===== config.mk =====
export PLATFORM = sky130hd
export DESIGN_NAME = ckdiv_top
export DESIGN_NICKNAME = d
export VERILOG_FILES = /design/src/rtl/ckdiv_pkg.sv /design/src/rtl/ckdiv_sync.sv /design/src/rtl/ckdiv_ctrl.sv /design/src/rtl/ckdiv_dpath.sv /design/src/rtl/ckdiv_top.sv
export SDC_FILE = /design/constraint.sdc
export NUM_CORES = 1
export LEC_CHECK = 0
export BUFFER_PORTS_ARGS = -buffer_cell sky130_fd_sc_hd__buf_2
export CORE_MARGIN = 3
export CORE_UTILIZATION = 62
export CTS_CLUSTER_SIZE = 28
export DETAILED_ROUTE_END_ITERATION = 8
export PLACE_DENSITY = 0.81
export SETUP_SLACK_MARGIN = 0.05
export SLEW_MARGIN = 10
export SYNTH_ARGS = -nofsm -noshare
export SYNTH_HDL_FRONTEND = slang
export SYNTH_HIERARCHICAL = 1
export SYNTH_SLANG_ARGS = --single-unit

===== constraint.sdc =====
create_clock -name refClk -period 3.8 [get_ports refClk]
set_input_delay 0.76 -clock refClk [delete_from_list [all_inputs] [get_ports refClk]]
set_output_delay 0.76 -clock refClk [all_outputs]
set_load 0.02 [all_outputs]

===== src/rtl/ckdiv_pkg.sv =====
`timescale 1ns/1ps
package ckdiv_pkg;

  localparam int HALF_W = 3;

  // Ratio codes; the encoding is visible at the select pins.
  typedef enum logic [1:0] {
    RATIO_8 = 2'b00,
    RATIO_4 = 2'b01,
    RATIO_2 = 2'b11,
    RATIO_1 = 2'b10
  } ratio_e;

  // Strobes from control to datapath.
  typedef struct packed {
    logic   apply;
    ratio_e ratio;
  } ctrlStrobe_t;

  // Number of reference cycles in one phase; zero means pass-through.
  function automatic logic [HALF_W-1:0] halfLen(ratio_e r);
    case (r)
      RATIO_8: halfLen = HALF_W'(4);
      RATIO_4: halfLen = HALF_W'(2);
      RATIO_2: halfLen = HALF_W'(1);
      default: halfLen = HALF_W'(0);
    endcase
  endfunction

endpackage


===== src/rtl/ckdiv_sync.sv =====
`timescale 1ns/1ps
module ckdiv_sync #(
  parameter int WIDTH  = 2,
  parameter int STAGES = 2
) (
  input  logic             clk,
  input  logic [WIDTH-1:0] din,
  output logic [WIDTH-1:0] dout
);

  logic [WIDTH-1:0] chain [STAGES];

  always_ff @(posedge clk) chain[0] <= din;

  generate
    for (genvar s = 1; s < STAGES; s++) begin : g_stage
      always_ff @(posedge clk) chain[s] <= chain[s-1];
    end
  endgenerate

  assign dout = chain[STAGES-1];

endmodule


===== src/rtl/ckdiv_ctrl.sv =====
`timescale 1ns/1ps
module ckdiv_ctrl
  import ckdiv_pkg::*;
#(
  parameter int SETTLE_CYCLES = 8
) (
  input  logic        clk,
  input  logic        rstN,
  input  logic [1:0]  syncSel,
  input  ratio_e      curRatio,
  input  logic        atBoundary,
  output ctrlStrobe_t strobe,
  output ratio_e      acceptSel
);

  localparam int CNT_W = $clog2(SETTLE_CYCLES + 1);
  localparam logic [CNT_W-1:0] LAST = CNT_W'(SETTLE_CYCLES - 1);

  ratio_e            candSel;
  ratio_e            selNow;
  logic [CNT_W-1:0]  settleCnt;
  logic              armed;

  assign selNow = ratio_e'(syncSel);

  always_ff @(posedge clk or negedge rstN) begin
    if (!rstN) begin
      armed     <= 1'b0;
      candSel   <= RATIO_8;
      acceptSel <= RATIO_8;
      settleCnt <= '0;
    end else if (!armed) begin
      // First cycle after reset: take the select as it stands.
      armed     <= 1'b1;
      candSel   <= selNow;
      acceptSel <= selNow;
      settleCnt <= '0;
    end else if (selNow != candSel) begin
      candSel   <= selNow;
      settleCnt <= '0;
    end else if (settleCnt == LAST) begin
      acceptSel <= candSel;
    end else begin
      settleCnt <= settleCnt + 1'b1;
    end
  end

  always_comb begin
    strobe.apply = !armed || (atBoundary && (acceptSel != curRatio));
    strobe.ratio = armed ? acceptSel : selNow;
  end

endmodule


===== src/rtl/ckdiv_dpath.sv =====
`timescale 1ns/1ps
module ckdiv_dpath
  import ckdiv_pkg::*;
(
  input  logic        clk,
  input  logic        rstN,
  input  ctrlStrobe_t strobe,
  output logic        cardClk,
  output logic        divQ,
  output logic        reqPass,
  output ratio_e      curRatio,
  output logic        atBoundary
);

  logic [HALF_W-1:0] phaseCnt;
  logic [HALF_W-1:0] phaseLast;
  logic              passEn;

  assign phaseLast  = halfLen(curRatio) - HALF_W'(1);
  assign atBoundary = reqPass || (!divQ && (phaseCnt == phaseLast));

  always_ff @(posedge clk or negedge rstN) begin
    if (!rstN) begin
      curRatio <= RATIO_8;
      phaseCnt <= '0;
      divQ     <= 1'b0;
      reqPass  <= 1'b0;
    end else if (strobe.apply) begin
      curRatio <= strobe.ratio;
      phaseCnt <= '0;
      if (strobe.ratio == RATIO_1) begin
        reqPass <= 1'b1;
        divQ    <= 1'b0;
      end else begin
        reqPass <= 1'b0;
        divQ    <= 1'b1;
      end
    end else if (!reqPass) begin
      if (phaseCnt == phaseLast) begin
        divQ     <= ~divQ;
        phaseCnt <= '0;
      end else begin
        phaseCnt <= phaseCnt + 1'b1;
      end
    end
  end

  // Pass-through enable only moves while the reference clock is low.
  always_ff @(negedge clk or negedge rstN) begin
    if (!rstN) passEn <= 1'b0;
    else       passEn <= reqPass;
  end

  assign cardClk = (clk & passEn) | divQ;

endmodule


===== src/rtl/ckdiv_top.sv =====
`timescale 1ns/1ps
module ckdiv_top
  import ckdiv_pkg::*;
#(
  parameter int SYNC_STAGES   = 2,
  parameter int SETTLE_CYCLES = 8
) (
  input  logic       refClk,
  input  logic       rstN,
  input  logic [1:0] divSel,
  output logic       cardClk
);

  logic [1:0]  syncSel;
  ctrlStrobe_t strobe;
  ratio_e      curRatio;
  ratio_e      acceptSel;
  logic        atBoundary;
  logic        divQ;
  logic        reqPass;

  ckdiv_sync #(.WIDTH(2), .STAGES(SYNC_STAGES)) u_sync (
    .clk  (refClk),
    .din  (divSel),
    .dout (syncSel)
  );

  ckdiv_ctrl #(.SETTLE_CYCLES(SETTLE_CYCLES)) u_ctrl (
    .clk        (refClk),
    .rstN       (rstN),
    .syncSel    (syncSel),
    .curRatio   (curRatio),
    .atBoundary (atBoundary),
    .strobe     (strobe),
    .acceptSel  (acceptSel)
  );

  ckdiv_dpath u_dpath (
    .clk        (refClk),
    .rstN       (rstN),
    .strobe     (strobe),
    .cardClk    (cardClk),
    .divQ       (divQ),
    .reqPass    (reqPass),
    .curRatio   (curRatio),
    .atBoundary (atBoundary)
  );

endmodule


==> summary.txt, run 1 <==
Pwr
  • Seq pwr share: 49.2%
  • Pint: 0.0004064 W
  • Clock power frac: 28.6%
  • Peak supply drop: 0.3975 mV
  • Leak: 0.4820 nW
  • Switching Power: 0.0001880 W
  • Switch share: 31.63%
  • Gate power share: 22.2%
  • Pwr/cell area: 564.8 nW/um^2

Setup path
  • Most frequent CP cell: nand2_1
  • Worst-path cell chain: nand2_1 > nand2_1 > buf_6
  • R2r worst-path depth: 0
  • Worst Path Required: 3.04 ns
  • FF-to-FF End: u_dpath/passEn
  • Critical Path Start Type: register
  • Max incr delay on CP: 0.40 ns
  • Slowest CP cell: dfrtn_1
  • CP Class: register to primary output
  • CP startpoint: u_dpath/passEn
  • WP data arrival: 2.93 ns
  • CP Max Fanout: 1
  • Worst R2R Start: u_dpath/reqPass
  • Crit. End Element: primary output
  • FF-to-FF setup slack: 1.23 ns

Drt
  • TritonRoute pass-1 iters: 4
  • Drc violations: 0
  • Drt wl/cell: 13.86 um
  • Vias/cell: 6.059
  • DRT antenna net count: 0
  • WL final: 1636 um
  • DR vias: 715
  • First-iteration detailed-routing DRC count: 23

Place
  • Placed inst area: 997.2 um^2
  • HPWL Detailed: 1195 um
  • # port buffers: 4
  • Setup WS pre-CTS: 0.5352 ns
  • Placer Congestion: 0.8428

Final layout
  • Fraction of layout cells with a size suffix above 1: 16.50%
  • Antenna diodes: 0
  • Final core utilization: 75.22%
  • Layout area overhead: 5.919%
  • Final instance area: 1052 um^2
  • FILL cells: 93
  • Fin nets: 110

STA
  • Final hold violation count: 0
  • Post-Route Skew: 0.01005 ns
  • Setup TNS: 0 ns
  • Worst setup margin: 0.1051 ns
  • Slew Limit Fails: 0
  • RSZ-0062 raised after global routing: yes
  • # setup viols final: 0

Synth
  • Synthesized area per cell: 10.03 um^2
  • Distinct cells, synth: 33
  • Async set-reset flop share out of synthesis: 80.95%
  • Post-synth EDFFs: 0
  • Yosys top cell area share: 40.30%
  • Synth area leader: dfrtp_1
  • Share of the yosys chip area belonging to registers: 50.88%
  • Number of synthesized register bits: 21
  • Largest cells by area after synthesis: dfrtp_1 40%, dfxtp_1 8.1%, nand2_1 4.2%
  • Cell area after synthesis: 993.5 um^2
  • Ys Warns: 6
  • Synth Flop Type: dfrtp_1
  • Syn nets: 105
  • Synth Instances: 99

Die
  • Starting density of the core: 71.02%
  • Core ar.: 1399 um^2
  • Die H: 46.03 um
  • Rows: 13
  • Die area: 2119 um^2
  • Die width: 46.03 um
  • I/O pins: 5

Status
  • Status: completed

Global routing
  • GR met2 Demand/Resource: 28.85%
  • GR Util met3: 12.25%
  • Largest net degree at the start of global routing: 18
  • Initial antenna violation count: 0
  • Vias in the first global route: 686
  • Met1 usage: 22.31%
  • GR peak layer: met2
  • Overall routing resource usage: 20.05%
  • GR Overflow Total: 0
  • First-pass GRT wire length: 2773 um

Clock tree
  • Clk Latency, worst-skew pair: 0.41 ns
  • Postcts setup bufs: 0
  • CTS clk-pin slew, worst paths: 0.10 ns
  • CTS tree: done

Flow run
  • Max_cap viols: 0

Min path
  • Worst hold path class: primary input to async pin
[timing repair]
action	4_1_cts	5_1_grt
gates resized for setup	0	2
endpoints found under the setup margin	0	2
hold buffers	0	0
[flip-flops by register name, indices dropped and copies added (netlist names)]
signal,count
u_dpath/reqPass,1
u_ctrl/candSel,2
u_ctrl/acceptSel,2
u_sync/chain,4
u_dpath/curRatio,2
u_ctrl/armed,1
u_ctrl/settleCnt,4
u_dpath/passEn,1
u_dpath/phaseCnt,3
u_dpath/divQ,1
[how the worst max path moves through the flow]
stage,to,slack (ns)
floorplan,cardClk,0.58
global placement,cardClk,0.54
detailed placement,cardClk,0.54
CTS,cardClk,0.07
global route,cardClk,0.04
finish,cardClk,0.11
[through the flow]
stage / hold slack (ns) / instances / total power (W)
after global routing: 0.2386 / 118 / 0.0006363
after CTS: 0.2518 / 118 / 0.0005911
after global placement: 0.3137 / 111 / 0.0004332
final: 0.2545 / 118 / 0.0005943
after detailed placement: 0.3185 / 111 / 0.0004429
after floorplan: 0.3096 / 99 / 0.0004093
[cell families after synthesis]
kind of cell / Yosys count / synth area share [%]
muxes: 5 / 5.415
other: 1 / 0.3775
DFF: 21 / 50.88
xor gates and xnor gates: 6 / 5.290
adders and majority gates: 2 / 2.518
and+or+nand+nor: 33 / 17.51
AOI/OAI and AO/OA: 21 / 13.35
buffers and inverters: 10 / 4.659
[cells in the final DEF (no fill, tap or decap), types with 3 or more instances in the layout]
master / netlist / layout
buf_2: 1 / 3
xnor2_1: 4 / 4
clkbuf_4: 0 / 6
mux2_2: 3 / 3
nand3_1: 4 / 4
o21ai_0: 6 / 6
a21oi_1: 6 / 6
inv_1: 3 / 3
nor2_1: 6 / 6
dfrtp_1: 16 / 16
dfxtp_1: 4 / 4
nand2_1: 11 / 11
[layer usage]
| layer | vias to the layer above | share of wire, % |
|---|---|---|
| met2 | 29 | 47 |
| met3 | 4 | 9.5 |
| li1 | 345 | - |
| met1 | 337 | 42 |
| met5 | - | 0 |
| met4 | 0 | 1.6 |
[worst max-delay path: cells and delay by family, from the launching register on]
| kind | cells | cell delay, ns |
|---|---|---|
| buffers and inverters | 1 | 0.11 |
| AND/OR/NAND/NOR | 2 | 0.12 |
| flip-flops | 1 | 0.40 |
[cell usage after synthesis (2+ instances only)]
master     n
o21ai_0    6
xnor2_1    4
nor3_1     2
mux2i_1    2
xor2_1     2
nor4b_1    2
buf_4      2
a21oi_1    6
clkbuf_1   4
a21o_1     2
nand2_1   11
a21o_2     2
nor2_1     6
inv_1      3
nand3b_1   2
dfrtp_1   16
dfxtp_1    4
ha_1       2
nand3_1    4
nand2b_1   2
mux2_2     3
[power groups by stage]
stage / registers (W) / logic (W) / clock network [W]
after global placement: 0.000295 / 0.000122 / 0.0000166
after CTS: 0.000292 / 0.000130 / 0.000169
after global routing: 0.000299 / 0.000146 / 0.000191
after detailed placement: 0.000297 / 0.000129 / 0.0000166
final: 0.000293 / 0.000132 / 0.000170
after floorplan: 0.000282 / 0.000115 / 0.0000118
[cell type report]
type,count,area (um^2),area share (%)
inverters,3,11.26,1.070
flip-flops and latches,21,505.5,48.04
repair buffers,3,15.01,1.427
clock buffers,8,60.06,5.707
well taps,15,18.77,1.784
multi-input cells,68,441.7,41.97
Note: power is estimated with default switching activity, not from simulation.
==> inputs of run 2 (changes only) <==
--- a/config.mk
+++ b/config.mk
@@ -6,11 +6,14 @@
 export NUM_CORES = 1
 export LEC_CHECK = 0
 export BUFFER_PORTS_ARGS = -buffer_cell sky130_fd_sc_hd__buf_2
+export CELL_PAD_IN_SITES_DETAIL_PLACEMENT = 0
+export CELL_PAD_IN_SITES_GLOBAL_PLACEMENT = 1
+export CORE_ASPECT_RATIO = 0.8
 export CORE_MARGIN = 3
-export CORE_UTILIZATION = 62
+export CORE_UTILIZATION = 49
 export CTS_CLUSTER_SIZE = 28
 export DETAILED_ROUTE_END_ITERATION = 8
-export PLACE_DENSITY = 0.81
+export PLACE_DENSITY_LB_ADDON = 0.1
 export SETUP_SLACK_MARGIN = 0.05
 export SLEW_MARGIN = 10
 export SYNTH_ARGS = -nofsm -noshare
==> run 2 against run 1 <==
Utilization fell by 15 points. Setup slack worse by 0.012 ns. Final cell count increased by 5.9%. Clock skew is essentially flat. Design area up 0.83%. Combinational power hardly changed. Non-clock buffer count is the same. Critical path depth stayed put. Via count decreased by 2.2%. Sequential power is essentially flat. Critical path type unchanged. Largest cell class unchanged. Highest routed layer unchanged.
==> summary.txt, run 2 (synthesized netlist as in run 1, its figures left out) <==
Status
  • Status: completed

Final layout
  • Fin nets: 110 (unchanged)
  • Final core utilization: 60.40% (-15 points)
  • Commonest cells after routing, fill and taps aside: 16 x dfrtp_1, 11 x nand2_1
  • Regs by FF count: u_ctrl/settleCnt x4, u_sync/chain x4, u_dpath/phaseCnt x3
  • Sequential Area: 505.5 um^2 (unchanged)
  • FILL cells: 154 (+66%)
  • Antenna diodes: 0 (unchanged)
  • Area of the multi-input gates: 441.7 um^2 (unchanged)
  • Commonest non-fill, non-tap cell in the layout: dfrtp_1
  • Fraction of layout cells with a size suffix above 1: 16.50% (unchanged)
  • Layout area overhead: 6.801%

Global routing
  • Initial antenna violation count: 0 (unchanged)
  • Vias in the first global route: 653 (-4.8%)
  • GR Overflow Total: 0 (unchanged)
  • First-pass GRT wire length: 2898 um (+4.5%)
  • Overall routing resource usage: 15.96% (-4.1 points)
  • Largest net degree at the start of global routing: 18 (unchanged)

Die
  • I/O pins: 5 (unchanged)
  • Die H: 46.28 um (+0.53%)
  • Die area: 2607 um^2 (+23%)
  • Die width: 56.34 um (+22%)
  • Core ar.: 1757 um^2 (+26%)
  • Starting density of the core: 56.55% (-14 points)
  • Rows: 13 (unchanged)

STA
  • RSZ-0062 raised after global routing: yes
  • Post-Route Skew: 0.009726 ns (-0.0003202 ns)
  • # setup viols final: 0 (unchanged)
  • Slew Limit Fails: 0 (unchanged)
  • Final hold violation count: 0 (unchanged)
  • Setup TNS: 0 ns (unchanged)

Place
  • # port buffers: 4 (unchanged)
  • HPWL Detailed: 1177 um (-1.5%)
  • Placer Congestion: 0.7245 (-14%)

Drt
  • Drt wl/cell: 13.33 um (-3.9%)
  • DRT antenna net count: 0 (unchanged)
  • First-iteration detailed-routing DRC count: 15 (-35%)
  • TritonRoute pass-1 iters: 4 (unchanged)
  • Drc violations: 0 (unchanged)
  • DR vias: 699 (-2.2%)
  • WL final: 1666 um (+1.8%)
  • Vias/cell: 5.592 (-7.7%)

Clock tree
  • Clk Latency, worst-skew pair: 0.41 ns (about the same)
  • CTS Hold Buffers Added: 0 (unchanged)
  • Postcts setup bufs: 0 (unchanged)
  • CTS tree: done
  • Post-CTS resize count: 0 (unchanged)
  • CTS clk-pin slew, worst paths: 0.11 ns (about the same)

Setup path
  • Slowest CP cell: dfrtn_1
  • Worst-path cell chain: nand2_1 > nand2_1 > buf_6
  • CP Max Fanout: 1 (unchanged)
  • Critical Path Start Type: register
  • Max incr delay on CP: 0.39 ns (about the same)
  • Crit. End Element: primary output
  • Most frequent CP cell: nand2_1
  • CP Class: register to primary output
  • Worst Path Required: 3.04 ns (about the same)
  • WP data arrival: 2.95 ns (+0.02 ns)

Min path
  • Worst hold path class: primary input to async pin

Pwr
  • Pwr/cell area: 562.1 nW/um^2 (-0.49%)
  • Peak supply drop: 0.2942 mV (-26%)
  • Leak: 0.4820 nW (unchanged)

Flow run
  • Max_cap viols: 0 (unchanged)
run 2: cell counts in the layout (fill, tap and decap cells not counted):
Identical to the previous run, type by type.
run 2: per-stage QoR:
| stage | power [W] | std cells | area, um^2 | setup WS (ns) | hold WS [ns] |
|---|---|---|---|---|---|
| floorplan | 0.0004093 | 99 | 993.5 | 0.5806 | 0.3096 |
| global placement | 0.0004360 | 118 | 1006 | 0.5419 | 0.3163 |
| detailed placement | 0.0004412 | 118 | 1006 | 0.5448 | 0.3171 |
| CTS | 0.0005928 | 125 | 1055 | 0.05952 | 0.2526 |
| global route | 0.0006439 | 125 | 1061 | 0.02412 | 0.2444 |
| finish | 0.0005963 | 125 | 1061 | 0.09320 | 0.2420 |
run 2: worst paths after layout:
path / start / endpoint / slack (ns) / depth (start not counted)
hold reg to reg: u_sync/chain[0][0] / u_sync/chain[0][2] / 0.34 / 0
max in group asynchronous: rstN / u_dpath/passEn / 1.48 / 1
setup / recovery: u_dpath/passEn / cardClk / 0.09 / 3
min in group refClk: u_sync/chain[0][0] / u_sync/chain[0][2] / 0.34 / 0
setup reg to reg: u_dpath/reqPass / u_dpath/passEn / 1.24 / 0
hold / removal: rstN / u_ctrl/settleCnt[1] / 0.24 / 1
run 2: final cells by class:
class,instances,share of cell area (%)
inverters,3,1.061
well taps,22,2.594
multi-input cells,68,41.63
flip-flops and latches,21,47.64
repair buffers,3,1.415
clock buffers,8,5.660
run 2: report_power, final:
group          switching (W)  internal (W)
Sequential         0.0000362      0.000255
Combinational      0.0000674     0.0000625
Clock              0.0000865     0.0000884
run 2: worst max-delay path: cells and delay by family (launching register included):
kind | cells | cell delay (ns)
and+or+nand+nor | 2 | 0.13
DFF | 1 | 0.39
buffers and inverters | 1 | 0.12
run 2: layer usage:
metal,up-vias,GRT usage [%],wire [um]
li1,348,-,-
met1,330,18.20,856
met2,19,23.08,686
met3,2,10.08,110
met4,0,9.005,12
met5,-,0,0
